File: config.mk
export PLATFORM = sky130hd
export DESIGN_NAME = brcond_unit
export DESIGN_NICKNAME = d
export VERILOG_FILES = /design/src/rtl/brcond_pkg.sv /design/src/rtl/brcond_flag_eval.sv /design/src/rtl/brcond_loop_eval.sv /design/src/rtl/brcond_target_add.sv /design/src/rtl/brcond_unit.sv
export SDC_FILE = /design/constraint.sdc
export NUM_CORES = 1
export LEC_CHECK = 0
export ABC_AREA = 1
export BUFFER_PORTS_ARGS = -buffer_cell sky130_fd_sc_hd__buf_4
export CAP_MARGIN = 40
export CORE_ASPECT_RATIO = 1.5
export CORE_MARGIN = 8
export CORE_UTILIZATION = 25
export CTS_BUF_LIST = sky130_fd_sc_hd__clkbuf_16
export CTS_CLUSTER_DIAMETER = 100
export DETAILED_ROUTE_END_ITERATION = 6
export GPL_ROUTABILITY_DRIVEN = 0
export PLACE_DENSITY = 0.54
export SLEW_MARGIN = 10
export SYNTH_ARGS = -nofsm -noshare
export SYNTH_HDL_FRONTEND = slang
export SYNTH_HIERARCHICAL = 1
export SYNTH_SLANG_ARGS = --single-unit
export TNS_END_PERCENT = 1
File: constraint.sdc
create_clock -name clk -period 1.6 [get_ports clk]
set_input_delay 0.08 -clock clk [delete_from_list [all_inputs] [get_ports clk]]
set_output_delay 0.08 -clock clk [all_outputs]
set_load 0.01 [all_outputs]
File: src/rtl/brcond_pkg.sv
package brcond_pkg;
  localparam logic [2:0] KIND_COND    = 3'd0;
  localparam logic [2:0] KIND_LOOP    = 3'd1;
  localparam logic [2:0] KIND_LOOP_Z  = 3'd2;
  localparam logic [2:0] KIND_LOOP_NZ = 3'd3;
  localparam logic [2:0] KIND_JCZ     = 3'd4;

  typedef struct packed {
    logic cf;
    logic zf;
    logic sf;
    logic of;
    logic pf;
  } flags_t;
endpackage

File: src/rtl/brcond_flag_eval.sv
module brcond_flag_eval
  import brcond_pkg::*;
#(
  parameter int SEL_W = 4
) (
  input  flags_t           fl,
  input  logic [SEL_W-1:0] sel,
  output logic             hit
);
  localparam int NBASE = 2 ** (SEL_W - 1);

  logic [NBASE-1:0] base;

  // Base tests indexed by sel[SEL_W-1:1]; extra entries beyond eight are never true.
  always_comb begin
    base    = '0;
    base[0] = fl.of;
    base[1] = fl.cf;
    base[2] = fl.zf;
    base[3] = fl.cf | fl.zf;
    base[4] = fl.sf;
    base[5] = fl.pf;
    base[6] = fl.sf ^ fl.of;
    base[7] = fl.zf | (fl.sf ^ fl.of);
  end

  // Low selector bit picks the complementary sense of the pair.
  assign hit = base[sel[SEL_W-1:1]] ^ sel[0];
endmodule

File: src/rtl/brcond_loop_eval.sv
module brcond_loop_eval
  import brcond_pkg::*;
#(
  parameter int CNT_W = 16
) (
  input  logic [2:0]       kind,
  input  logic [CNT_W-1:0] cnt_in,
  input  logic             zf,
  output logic             taken,
  output logic [CNT_W-1:0] cnt_out
);
  logic [CNT_W-1:0] cnt_dec;
  logic             dec_nz;

  assign cnt_dec = cnt_in - CNT_W'(1);
  assign dec_nz  = |cnt_dec;

  always_comb begin
    taken   = 1'b0;
    cnt_out = cnt_in;
    unique case (kind)
      KIND_LOOP: begin
        cnt_out = cnt_dec;
        taken   = dec_nz;
      end
      KIND_LOOP_Z: begin
        cnt_out = cnt_dec;
        taken   = dec_nz & zf;
      end
      KIND_LOOP_NZ: begin
        cnt_out = cnt_dec;
        taken   = dec_nz & ~zf;
      end
      KIND_JCZ: taken = ~(|cnt_in);
      default: ;
    endcase
  end
endmodule

File: src/rtl/brcond_target_add.sv
module brcond_target_add #(
  parameter int IP_W   = 16,
  parameter int DISP_W = 8
) (
  input  logic [IP_W-1:0]   ip_next,
  input  logic [DISP_W-1:0] disp,
  output logic [IP_W-1:0]   target
);
  logic [IP_W-1:0] disp_ext;

  generate
    if (DISP_W < IP_W) begin : g_sext
      assign disp_ext = {{(IP_W - DISP_W){disp[DISP_W-1]}}, disp};
    end else begin : g_trunc
      assign disp_ext = disp[IP_W-1:0];
    end
  endgenerate

  assign target = ip_next + disp_ext;
endmodule

File: src/rtl/brcond_unit.sv
module brcond_unit
  import brcond_pkg::*;
#(
  parameter int SEL_W  = 4,
  parameter int CX_W   = 16,
  parameter int IP_W   = 16,
  parameter int DISP_W = 8
) (
  input  logic              clk,
  input  logic              rst,
  input  logic              in_valid,
  input  logic [2:0]        in_kind,
  input  logic [SEL_W-1:0]  cond_sel,
  input  logic              flag_cf,
  input  logic              flag_zf,
  input  logic              flag_sf,
  input  logic              flag_of,
  input  logic              flag_pf,
  input  logic [CX_W-1:0]   cx_in,
  input  logic [IP_W-1:0]   ip_next,
  input  logic [DISP_W-1:0] disp,
  output logic              out_valid,
  output logic              taken,
  output logic [CX_W-1:0]   cx_out,
  output logic [IP_W-1:0]   target_ip
);
  flags_t          fl;
  logic            cond_hit;
  logic            loop_taken;
  logic [CX_W-1:0] loop_cnt;
  logic [IP_W-1:0] tgt_c;
  logic            taken_c;

  assign fl = '{cf: flag_cf, zf: flag_zf, sf: flag_sf, of: flag_of, pf: flag_pf};

  brcond_flag_eval #(.SEL_W(SEL_W)) u_flag (
    .fl  (fl),
    .sel (cond_sel),
    .hit (cond_hit)
  );

  brcond_loop_eval #(.CNT_W(CX_W)) u_loop (
    .kind    (in_kind),
    .cnt_in  (cx_in),
    .zf      (flag_zf),
    .taken   (loop_taken),
    .cnt_out (loop_cnt)
  );

  brcond_target_add #(.IP_W(IP_W), .DISP_W(DISP_W)) u_tgt (
    .ip_next (ip_next),
    .disp    (disp),
    .target  (tgt_c)
  );

  assign taken_c = (in_kind == KIND_COND) ? cond_hit : loop_taken;

  always_ff @(posedge clk) begin
    if (rst) begin
      out_valid <= 1'b0;
      taken     <= 1'b0;
      cx_out    <= '0;
      target_ip <= '0;
    end else begin
      out_valid <= in_valid;
      if (in_valid) begin
        taken     <= taken_c;
        cx_out    <= loop_cnt;
        target_ip <= tgt_c;
      end
    end
  end

  AST_VALID_ONE_CYCLE: assert property (@(posedge clk) disable iff (rst)
    in_valid |=> out_valid);
  AST_NO_SPURIOUS_VALID: assert property (@(posedge clk) disable iff (rst)
    !in_valid |=> !out_valid);
  AST_LOOP_DECREMENTS: assert property (@(posedge clk) disable iff (rst)
    (in_valid && (in_kind == KIND_LOOP || in_kind == KIND_LOOP_Z || in_kind == KIND_LOOP_NZ))
    |=> (cx_out == CX_W'($past(cx_in) - CX_W'(1))));
  AST_LOOP_LAST_NOT_TAKEN: assert property (@(posedge clk) disable iff (rst)
    (in_valid && (in_kind == KIND_LOOP || in_kind == KIND_LOOP_Z || in_kind == KIND_LOOP_NZ)
     && cx_in == CX_W'(1)) |=> !taken);
  AST_JCZ_KEEPS_COUNT: assert property (@(posedge clk) disable iff (rst)
    (in_valid && in_kind == KIND_JCZ) |=> (cx_out == $past(cx_in)));
  AST_RESERVED_NOT_TAKEN: assert property (@(posedge clk) disable iff (rst)
    (in_valid && in_kind > KIND_JCZ) |=> (!taken && cx_out == $past(cx_in)));
  AST_HOLD_WHEN_IDLE: assert property (@(posedge clk) disable iff (rst)
    (!in_valid && !$past(rst)) |=> ($stable(cx_out) && $stable(target_ip) && $stable(taken)));
endmodule

==> summary.md, run 1 <==
| Metric | Value |
|---|---|
| Status | `complete, no violations` |
| Row cnt | `49` |
| Crit path capture type | `flip-flop` |
| # clock sinks | `34` |
| Initial antenna violation count | `0` |
| Setup TNS | `0 ns` |
| H-tree depth | `2` |
| Tcrit/Tclk final | `90.2%` |
| Clock skew | `0 ns` |
| Slowest CP cell | `nor2_4` |
| Reg2Reg Setup Slack | `about 1 ns` |
| Syn Inst Count | `513` |
| CTS resizes | `0` |
| Vias in the first global route | `3390` |
| Share of cells above drive strength 1 | `27.2%` |
| Worst VDD drop | `0.329 mV` |
| Total Routing Usage GR | `11.9%` |
| Final Util | `between 30% and 40%` |
| DIE WIDTH | `107 um` |
| Area of the multi-input gates | `a little over 0.002 mm2` |
| Final wirelength | `~9600 um` |
| Final non-filler cell total | `approximately 760` |
| CTS tree | `done` |
| Fin nets | `683` |
| Fin crit period | `1.44 ns` |
| Placed cells | `756` |
| Remaining DRCs | `0` |
| Headroom to the max-slew limit | `69.0%` |
| Yosys warns | `6` |
| Pre-Repair DR Iteration Count | `4` |
| Crit path top cell by count | `nand2_1` |
| Hold path startpoint | `cx_in[12]` |
| Place WS | `-0.157 ns` |
| Achievable Freq | `693 MHz` |
| Final Hold Viols | `0` |
| Insertion delay to the later sink of the worst-skew pair | `between 0.2 and 0.3 ns` |
| DP HPWL | `a little under 8000 um` |
| Critical path cell sequence | `buf_4, inv_1, ha_4, nand3_4, nor2_4, nand2_1, nand2_1, nand2_1, nor2_1, nand2_1, nor2_1, nand2_1, nand2_1, nand2_1, inv_1, nand2_1, nand3_1, a21oi_1` |
| Buffers on Ports | `between 80 and 90` |
| Post-Syn Area | `0.00309 mm2` |
| Post-CTS Hold Fix Bufs | `0` |
| Io pins | `89` |
| Crit Reg-Reg Startpoint | `target_ip[12]$_SDFFE_PP0P_` |
| RSZ-0062 raised after global routing | `no` |
| Post-Syn Area per Cell | `roughly 6.0 um2` |
| Cell taking the most area after synthesis | `nand2_1` |
| Worst Setup Path Type | `input port to flip-flop` |
| Net Count, Synth | `586` |
| Total CTS buffers | `5` |
| Area share of the largest cell type after synthesis | `25.0%` |
| Worst hold path type | `input port to flip-flop` |
| PnR worst setup slack | `0.156 ns` |
| Worst EP arrival | `1.59 ns` |
| Core area | `0.0120 mm2` |
| Vias | `3388` |
| Static leakage | `~2.1 nW` |
| Critical Path Source | `cx_in[1]` |
| Pwr Density | `697 mW/mm2` |
| Startpoint class of the critical path | `input port` |
| Gr ovfl total | `0` |
| Area contributors post-synth | `nand2_1 (25%), dfxtp_1 (22%), inv_1 (7.8%)` |
| Die ar. | `0.0162 mm2` |
| Critical Path Fanout Max | `6` |
| Diode count | `0` |
| Worst path max stage delay | `0.18 ns` |
| Initial drt markers | `118` |
| Seq cells post-synth | `34` |
| Global-route wire length before repair | `15700 um` |
| Pin count of the biggest net entering global routing | `35` |
| Initial Utilization | `25.7%` |
| Setup violations, final | `0` |
| # Max-Cap Violations | `0` |
| Routed WL per cell | `12.6 um` |
| Fill count | `1374` |
| # Post-CTS Setup Buffers | `0` |
| Post-synth cell types | `29` |
| Register Area | `681 um2` |
| Worst-margin pin slew | `roughly 0.47 ns` |
| Worst-path clk slew | `about 0.050 ns` |
| CTS Buffer Depth | `2` |
| Slew Viols, Final | `0` |
| Root Buffer | `clkbuf_16` |
| Worst path required time | `1.74 ns` |
| Antenna-violating nets left | `0` |
| Die height | `152 um` |
| Area Overhead vs Synth | `32.4%` |
| Vias per cell | `between 4 and 5` |
| Sequential area share after synthesis | `22.0%` |
[cells by family after synthesis]
group,after synthesis,synth area share (%)
and+or+nand+nor,300,41.4
buffers and inverters,87,13.6
AOI/OAI and AO/OA,62,12.0
DFF,34,22.0
adders and majority gates,18,7.53
xor gates and xnor gates,12,3.40
[flip-flops by register name (all words and copies together) (netlist names)]
name,cells
cx_out,16
out_valid,1
taken,1
target_ip,16
[report_power, final]
part           switching [mW]  internal, mW  total [mW]
clock network           0.355         0.562       0.917
registers              0.0393         0.914       0.953
logic                   0.551         0.429       0.980
[final timing paths]
kind | to | cells after the start
min | cx_out[12]$_SDFFE_PP0P_ | 5
max reg2reg | target_ip[12]$_SDFFE_PP0P_ | 2
max | taken$_SDFFE_PP0P_ | 18
min reg2reg | cx_out[14]$_SDFFE_PP0P_ | 2
[synthesized netlist by cell type]
cell / instances
inv_8: 1
nand4_1: 3
buf_12: 3
xor2_1: 8
inv_1: 64
o21ai_0: 17
clkbuf_1: 2
dfxtp_1: 34
nand3_2: 4
ha_1: 17
xnor2_1: 4
buf_4: 1
a21oi_2: 14
nor3_1: 2
o21ai_1: 1
buf_2: 3
buf_6: 4
inv_2: 9
and2_1: 1
fa_1: 1
nor3_2: 2
nand2_2: 19
nor2_2: 1
nand2_1: 206
o21ai_2: 2
nand3_1: 25
nor2_4: 3
a21oi_1: 28
nor2_1: 34
[cell type report]
class                           count  share of cell area (%)
Tap cell                          153                    4.68
Clock inverter                      3                   0.306
Clock buffer                        5                    3.06
Timing Repair Buffer              103                    19.2
Sequential cell                    34                    16.6
Multi-Input combinational cell    392                    49.1
Inverter                           74                    6.97
[through the flow]
step | total power [mW] | hold WS, ns | area (um2)
3_3_place_gp | 1.95 | 0.451 | 3930
6_report | 2.85 | 0.198 | 4090
4_1_cts | 2.91 | 0.191 | 4070
3_5_place_dp | 1.96 | 0.455 | 3930
2_1_floorplan | 1.57 | 0.300 | 3090
5_1_grt | 3.06 | 0.218 | 4090
[per-layer routing]
| metal | part of all wire (%) | up-vias | GRT usage [%] |
|---|---|---|---|
| met5 | 0 | - | 0 |
| met4 | 1.9 | 0 | 4.24 |
| met3 | 5.2 | 9 | 2.50 |
| met2 | 55 | 79 | 23.3 |
| met1 | 38 | 1523 | 11.5 |
| li1 | - | 1777 | - |
[placed cells by master (no fill, tap or decap), types with 2 or more instances in the layout]
cell type	Yosys	routed
inv_1	64	65
nand2_1	206	206
o21ai_0	17	17
clkbuf_16	0	5
nand2_2	19	19
inv_2	9	9
o21ai_2	2	2
ha_1	17	16
xor2_1	8	8
nor2_2	1	2
dfxtp_1	34	34
nor2_1	34	33
nor2_4	3	3
nor3_1	2	2
nor3_2	2	2
buf_4	1	102
xnor2_1	4	4
a21oi_2	14	14
a21oi_1	28	28
nand3_2	4	3
nand4_1	3	3
nand3_1	25	25
[critical path: cells and delay by family]
family	cells	cell delay [ns]
simple gates	13	1.01
buf+inv	3	0.27
fa+ha+maj	1	0.17
compound gates	1	0.07
Power figures use the tool's default switching activity.
==> run 2, diff against run 1 <==
CORE_UTILIZATION = 53   (was 25)
PLACE_DENSITY = 0.91   (was 0.54)
==> run 2 against run 1 <==
Wire length decreased by 6.1%. Die area decreased by 47%. Cell count decreased by 11%. Setup slack improved by 0.016 ns. Sequential share of layout area rose by 0.54 points. Combinational power fell by 1%. Total power increased by 0.27%. Largest cell class unchanged. Via count is 5.5% higher.
==> summary.md, run 2 (synthesized netlist as in run 1, its figures left out) <==
| Metric | Value |
|---|---|
| Clk pwr share | `32.8% (+0.6 points)` |
| Vias per cell | `5.25 (+18%)` |
| Worst-path clk slew | `0.06 ns (about the same)` |
| Initial antenna violation count | `0 (unchanged)` |
| Wl on met1 | `3330 um (-8.2%)` |
| H-tree depth | `2 (unchanged)` |
| Static leakage | `2.12 nW (-0.89%)` |
| Worst hold path type | `input port to flip-flop` |
| Routed met2 length | `4640 um (-13%)` |
| Root Buffer | `clkbuf_16` |
| Combinational share of power | `33.9% (-0.5 points)` |
| Startpoint class of the critical path | `input port` |
| Critical Path Fanout Max | `6 (unchanged)` |
| Initial drt markers | `177 (+50%)` |
| Routed WL per cell | `13.3 um (+5.3%)` |
| Worst-margin pin slew | `0.453 ns (-0.0125 ns)` |
| Achievable Freq | `701 MHz (+1.1%)` |
| Crit path top cell by count | `nand2_1` |
| Worst path max stage delay | `0.20 ns (+0.02 ns)` |
| Die height | `110 um (-28%)` |
| Fin nets | `681 (-0.29%)` |
| Diode count | `0 (unchanged)` |
| CTS Buffer Depth | `2 (unchanged)` |
| Fin crit period | `1.43 ns (-0.0164 ns)` |
| Die ar. | `0.00858 mm2 (-47%)` |
| Tcrit/Tclk final | `89.2% (-1.0 points)` |
| Clock skew | `0 ns (unchanged)` |
| Worst Setup Path Type | `input port to flip-flop` |
| Max layer used | `met4` |
| Share of cells above drive strength 1 | `27.1% (-0.075 points)` |
| Total CTS buffers | `5 (unchanged)` |
| CTS tree | `done` |
| Remaining DRCs | `0 (unchanged)` |
| Slowest CP cell | `nor2_4` |
| Headroom to the max-slew limit | `69.8% (+0.83 points)` |
| Sw frac | `33.5% (+0.35 points)` |
| Final Hold Viols | `0 (unchanged)` |
| Fill count | `508 (-63%)` |
| Critical path cell sequence | `buf_4, inv_2, ha_4, nand3_4, nor2_4, nand2_1, nand2_1, nand2_1, nor2_1, nand2_1, nor2_1, nand2_1, nand2_1, nand2_1, inv_1, nand2_1, nand3_1, a21oi_1` |
| Io pins | `89 (unchanged)` |
| Crit path capture type | `flip-flop` |
| Worst VDD drop | `0.391 mV (+19%)` |
| Slew Viols, Final | `0 (unchanged)` |
| DIE WIDTH | `78.3 um (-27%)` |
| Crit path max-delay family | `simple AND/OR/NAND/NOR gates` |
| P_int | `1.90 mW (-0.25%)` |
| Core area | `0.00570 mm2 (-53%)` |
| Final Instance Area | `0.00396 mm2 (-3.1%)` |
| Status | `complete, no violations` |
| # clock sinks | `34 (unchanged)` |
| Antenna-violating nets left | `0 (unchanged)` |
| Gr ovfl total | `0 (unchanged)` |
| Area of the multi-input gates | `0.00201 mm2 (-0.12%)` |
| Buffers on Ports | `88 (unchanged)` |
| Hold Worst Slack | `0.194 ns (-0.00430 ns)` |
| Pin count of the biggest net entering global routing | `35 (unchanged)` |
| Seq pwr share | `33.3% (about the same)` |
| Worst path required time | `1.75 ns (about the same)` |
| Register Area | `681 um2 (unchanged)` |
| Row cnt | `34 (-31%)` |
| # Max-Cap Violations | `0 (unchanged)` |
| Placed inst area | `0.00379 mm2 (-3.5%)` |
| Commonest non-fill, non-tap cells in the layout | `nand2_1 (206), buf_4 (101), inv_1 (63)` |
| Switching pwr | `0.958 mW (+1.3%)` |
| Commonest non-fill, non-tap cell in the layout | `nand2_1` |
| Area Overhead vs Synth | `28.3%` |
| Placed cells | `672 (-11%)` |
| Setup violations, final | `0 (unchanged)` |
| Initial Utilization | `54.2% (+28 points)` |
| DP HPWL | `6980 um (-11%)` |
| Vias in the first global route | `3625 (+6.9%)` |
| Worst Path Buf+Inv | `3 (unchanged)` |
| Pre-Repair DR Iteration Count | `5 (+1)` |
| Total Routing Usage GR | `20.6% (+8.8 points)` |
| Vias | `3576 (+5.5%)` |
| Met3 wire length | `633 um (+26%)` |
| Global-route wire length before repair | `14900 um (-5.6%)` |
| Final non-filler cell total | `681 (-11%)` |
| Registers with the most flip-flops | `cx_out x16, target_ip x16` |
| RSZ-0062 raised after global routing | `no` |
| Worst EP arrival | `1.58 ns (about the same)` |
| Pwr Density | `721 mW/mm2 (+3.5%)` |
| Insertion delay to the later sink of the worst-skew pair | `0.27 ns (about the same)` |
| Final wirelength | `9030 um (-6.1%)` |
## run 2: path summary, 6_finish.rpt
| path | startpoint | end | slack (ns) | cells after the start |
|---|---|---|---|---|
| worst max register to register | cx_out[3]$_SDFFE_PP0P_ | cx_out[3]$_SDFFE_PP0P_ | 0.96 | 2 |
| worst min register to register | cx_out[2]$_SDFFE_PP0P_ | cx_out[2]$_SDFFE_PP0P_ | 0.46 | 2 |
| worst min-delay path | in_kind[2] | taken$_SDFFE_PP0P_ | 0.19 | 6 |
| worst max-delay path | cx_in[1] | taken$_SDFFE_PP0P_ | 0.17 | 18 |
## run 2: timing repair
item,CTS,global route
buffers inserted,0,1
setup endpoints to repair,0,1
gates resized for setup,0,4
hold buffers,0,0
## run 2: per-layer routing
| layer | track usage [%] | vias up |
|---|---|---|
| li1 | - | 1782 |
| met3 | 3.60 | 38 |
| met4 | 13.3 | 0 |
| met5 | 0 | - |
| met2 | 39.6 | 165 |
| met1 | 19.6 | 1591 |
## run 2: cell type report
cell class,count,share of cell area (%)
clock buffers,5,3.16
clock inverters,3,0.410
inverters,74,7.20
multi-input cells,392,50.7
flip-flops and latches,34,17.2
well taps,72,2.27
repair buffers,101,19.1
## run 2: worst min-delay path, stage by stage
cell and delay (ns):
buf_4 0.09, nor2_1 0.04, nand2_1 0.06, nand2_1 0.04, nand3_1 0.06, a21oi_1 0.05
## run 2: stage by stage
step / setup TNS, ns / worst slack [ns] / total power, mW / util, %
floorplan: 0 / 0.159 / 1.57 / -
global placement: -0.182 / -0.0664 / 1.89 / 66.6
global route: 0 / 0.000443 / 3.03 / 69.5
detailed placement: -0.478 / -0.179 / 1.92 / 66.6
finish: 0 / 0.172 / 2.86 / 69.5
CTS: 0 / 0.113 / 2.87 / 69.1
## run 2: power by group through the flow
stage               clock network [mW]  logic, mW  registers, mW
CTS                              0.961      0.955          0.952
finish                           0.938      0.968          0.952
detailed placement                   0      0.951          0.970
floorplan                            0      0.570          0.996
global placement                     0      0.925          0.967
global route                     0.995       1.08          0.959
==> run 3, diff against run 2 <==
CTS_BUF_LIST = unset   (was sky130_fd_sc_hd__clkbuf_16)
==> run 3 against run 2 <==
Critical path depth did not move. Worst hold slack got worse by 0.016 ns. Combinational power barely moved. First-iteration DRC count rose by 16%. Via count fell by 1.1%. Design area fell by 1.2%. Maximum frequency rose by 0.43%. Core utilization fell by 0.81 points. Sequential power barely moved. Global-route usage barely moved.
==> summary.md, run 3 (synthesized netlist as in run 1, its figures left out) <==
| Metric | Value |
|---|---|
| Register Area | `681 um2 (unchanged)` |
| Worst-path clk slew | `0.08 ns (+0.02 ns)` |
| Die ar. | `0.00858 mm2 (unchanged)` |
| Initial drt markers | `205 (+16%)` |
| Worst EP arrival | `1.59 ns (about the same)` |
| Placed cells | `672 (unchanged)` |
| Worst Setup Path Type | `input port to flip-flop` |
| Crit path top cell by count | `nand2_1` |
| Reg2Reg Setup Slack | `0.96 ns (about the same)` |
| Buffers on Ports | `88 (unchanged)` |
| Fin crit period | `1.42 ns (-0.00615 ns)` |
| Worst Path Buf+Inv | `3 (unchanged)` |
| PnR worst setup slack | `0.179 ns (+0.00615 ns)` |
| Pre-Repair DR Iteration Count | `6 (+1)` |
| Registers with the most flip-flops | `cx_out x16, target_ip x16` |
| Crit path max-delay family | `simple AND/OR/NAND/NOR gates` |
| # clock sinks | `34 (unchanged)` |
| CTS tree | `done` |
| Area of the multi-input gates | `0.00201 mm2 (unchanged)` |
| Vias per cell | `5.19 (-1.1%)` |
| # Max-Cap Violations | `0 (unchanged)` |
| Worst path required time | `1.77 ns (+0.02 ns)` |
| Remaining DRCs | `0 (unchanged)` |
| Gr ovfl total | `0 (unchanged)` |
| Share of cells above drive strength 1 | `27.3% (+0.16 points)` |
| Total Power | `2.61 mW (-8.8%)` |
| Clock skew | `0 ns (unchanged)` |
| Routed WL per cell | `13.3 um (+0.19%)` |
| Final Instance Area | `0.00392 mm2 (-1.2%)` |
| Row cnt | `34 (unchanged)` |
| Final Hold Viols | `0 (unchanged)` |
| Area Overhead vs Synth | `26.8%` |
| Critical Path Fanout Max | `6 (unchanged)` |
| DP HPWL | `6980 um (unchanged)` |
| RSZ-0062 raised after global routing | `no` |
| Diode count | `0 (unchanged)` |
| Vias in the first global route | `3601 (-0.66%)` |
| Headroom to the max-slew limit | `70.2% (+0.35 points)` |
| Met2 usage | `39.9% (+0.24 points)` |
| DIE WIDTH | `78.3 um (unchanged)` |
| Final Util | `68.7% (-0.81 points)` |
| Final non-filler cell total | `681 (unchanged)` |
| Static leakage | `2.10 nW (-0.95%)` |
| Most Crowded Layer GR | `met2` |
| Global Route met1 Usage | `19.6% (about the same)` |
| R2R depth | `2 (unchanged)` |
| Achievable Freq | `704 MHz (+0.43%)` |
| Commonest non-fill, non-tap cell in the layout | `nand2_1` |
| Initial Utilization | `54.2% (unchanged)` |
| Setup violations, final | `0 (unchanged)` |
| Startpoint class of the critical path | `input port` |
| Place WS | `-0.179 ns (unchanged)` |
| Crit Reg-Reg Startpoint | `cx_out[3]$_SDFFE_PP0P_` |
| Fill count | `514 (+1.2%)` |
| Root Buffer | `clkbuf_8` |
| GR Util met3 | `4.01% (+0.41 points)` |
| Initial antenna violation count | `0 (unchanged)` |
| Io pins | `89 (unchanged)` |
| Fin nets | `681 (unchanged)` |
| Total Routing Usage GR | `20.6% (about the same)` |
| Insertion delay to the later sink of the worst-skew pair | `0.28 ns (about the same)` |
| Crit path capture type | `flip-flop` |
| Final wirelength | `9050 um (+0.19%)` |
| Worst path max stage delay | `0.20 ns (about the same)` |
| Global-route wire length before repair | `14800 um (about the same)` |
| Worst-margin pin slew | `0.447 ns (-0.00527 ns)` |
| Crit Reg-Reg Endpoint | `cx_out[3]$_SDFFE_PP0P_` |
| Antenna-violating nets left | `0 (unchanged)` |
| Status | `complete, no violations` |
| Pin count of the biggest net entering global routing | `35 (unchanged)` |
| Hold EP | `taken$_SDFFE_PP0P_` |
| Worst hold path type | `input port to flip-flop` |
| CTS Buffer Depth | `2 (unchanged)` |
| Hold path startpoint | `in_kind[2]` |
| Post-CTS Hold Fix Bufs | `0 (unchanged)` |
| Worst VDD drop | `0.424 mV (+8.6%)` |
| Slowest CP cell | `nor2_4` |
| Critical path cell sequence | `buf_4, inv_2, ha_4, nand3_4, nor2_4, nand2_1, nand2_1, nand2_1, nor2_1, nand2_1, nor2_1, nand2_1, nand2_1, nand2_1, inv_1, nand2_1, nand3_1, a21oi_1` |
| H-tree depth | `2 (unchanged)` |
| Commonest non-fill, non-tap cells in the layout | `nand2_1 (206), buf_4 (101), inv_1 (63)` |
| Total CTS buffers | `5 (unchanged)` |
| Hold depth | `6 (unchanged)` |
| Pwr Density | `665 mW/mm2 (-7.7%)` |
| Die height | `110 um (unchanged)` |
| Vias | `3537 (-1.1%)` |
| Core area | `0.00570 mm2 (unchanged)` |
| Placed inst area | `0.00379 mm2 (unchanged)` |
| Tcrit/Tclk final | `88.8% (-0.38 points)` |
| Slew Viols, Final | `0 (unchanged)` |
-- run 3: metrics by stage --
step,setup TNS (ns),hold slack (ns)
final,0,0.178
after floorplan,0,0.300
after CTS,0,0.175
after detailed placement,-0.478,0.454
after global routing,0,0.200
after global placement,-0.182,0.449
-- run 3: power breakdown --
part / total [mW] / switching (mW) / internal [mW]
Clock: 0.685 / 0.339 / 0.346
Combinational: 0.970 / 0.551 / 0.419
Sequential: 0.951 / 0.0384 / 0.912
Total: 2.61 / 0.929 / 1.68
-- run 3: worst max-delay path by stage --
stage,startpoint,endpoint,slack [ns],cells after the start
floorplan,cx_in[0],taken$_SDFFE_PP0P_,0.16,17
global placement,cx_in[1],taken$_SDFFE_PP0P_,-0.07,18
detailed placement,cx_in[1],taken$_SDFFE_PP0P_,-0.18,18
CTS,cx_in[1],taken$_SDFFE_PP0P_,0.13,18
global route,cx_in[1],taken$_SDFFE_PP0P_,0.007,18
finish,cx_in[1],taken$_SDFFE_PP0P_,0.18,18
-- run 3: layer usage --
metal / share of wire [%] / wire (um) / vias up
met5: 0 / 0 / -
met4: 3.7 / 333 / 0
met3: 7.0 / 629 / 28
met2: 53 / 4750 / 172
met1: 37 / 3330 / 1564
li1: - / - / 1773
-- run 3: timing repair --
| item | in CTS | in global routing |
|---|---|---|
| gates resized for setup | 0 | 4 |
| setup buffers | 0 | 1 |
| endpoints found under the setup margin | 0 | 1 |
-- run 3: cell type report --
type                    instances  area share (%)
clock inverters                 2           0.319
flip-flops and latches         34            17.4
repair buffers                101            19.4
multi-input cells             392            51.3
inverters                      74            7.28
clock buffers                   6            2.11
well taps                      72            2.30
-- run 3: worst min-delay path, cell delays in order --
cell and delay (ns):
buf_4 0.09, nor2_1 0.04, nand2_1 0.06, nand2_1 0.04, nand3_1 0.06, a21oi_1 0.05
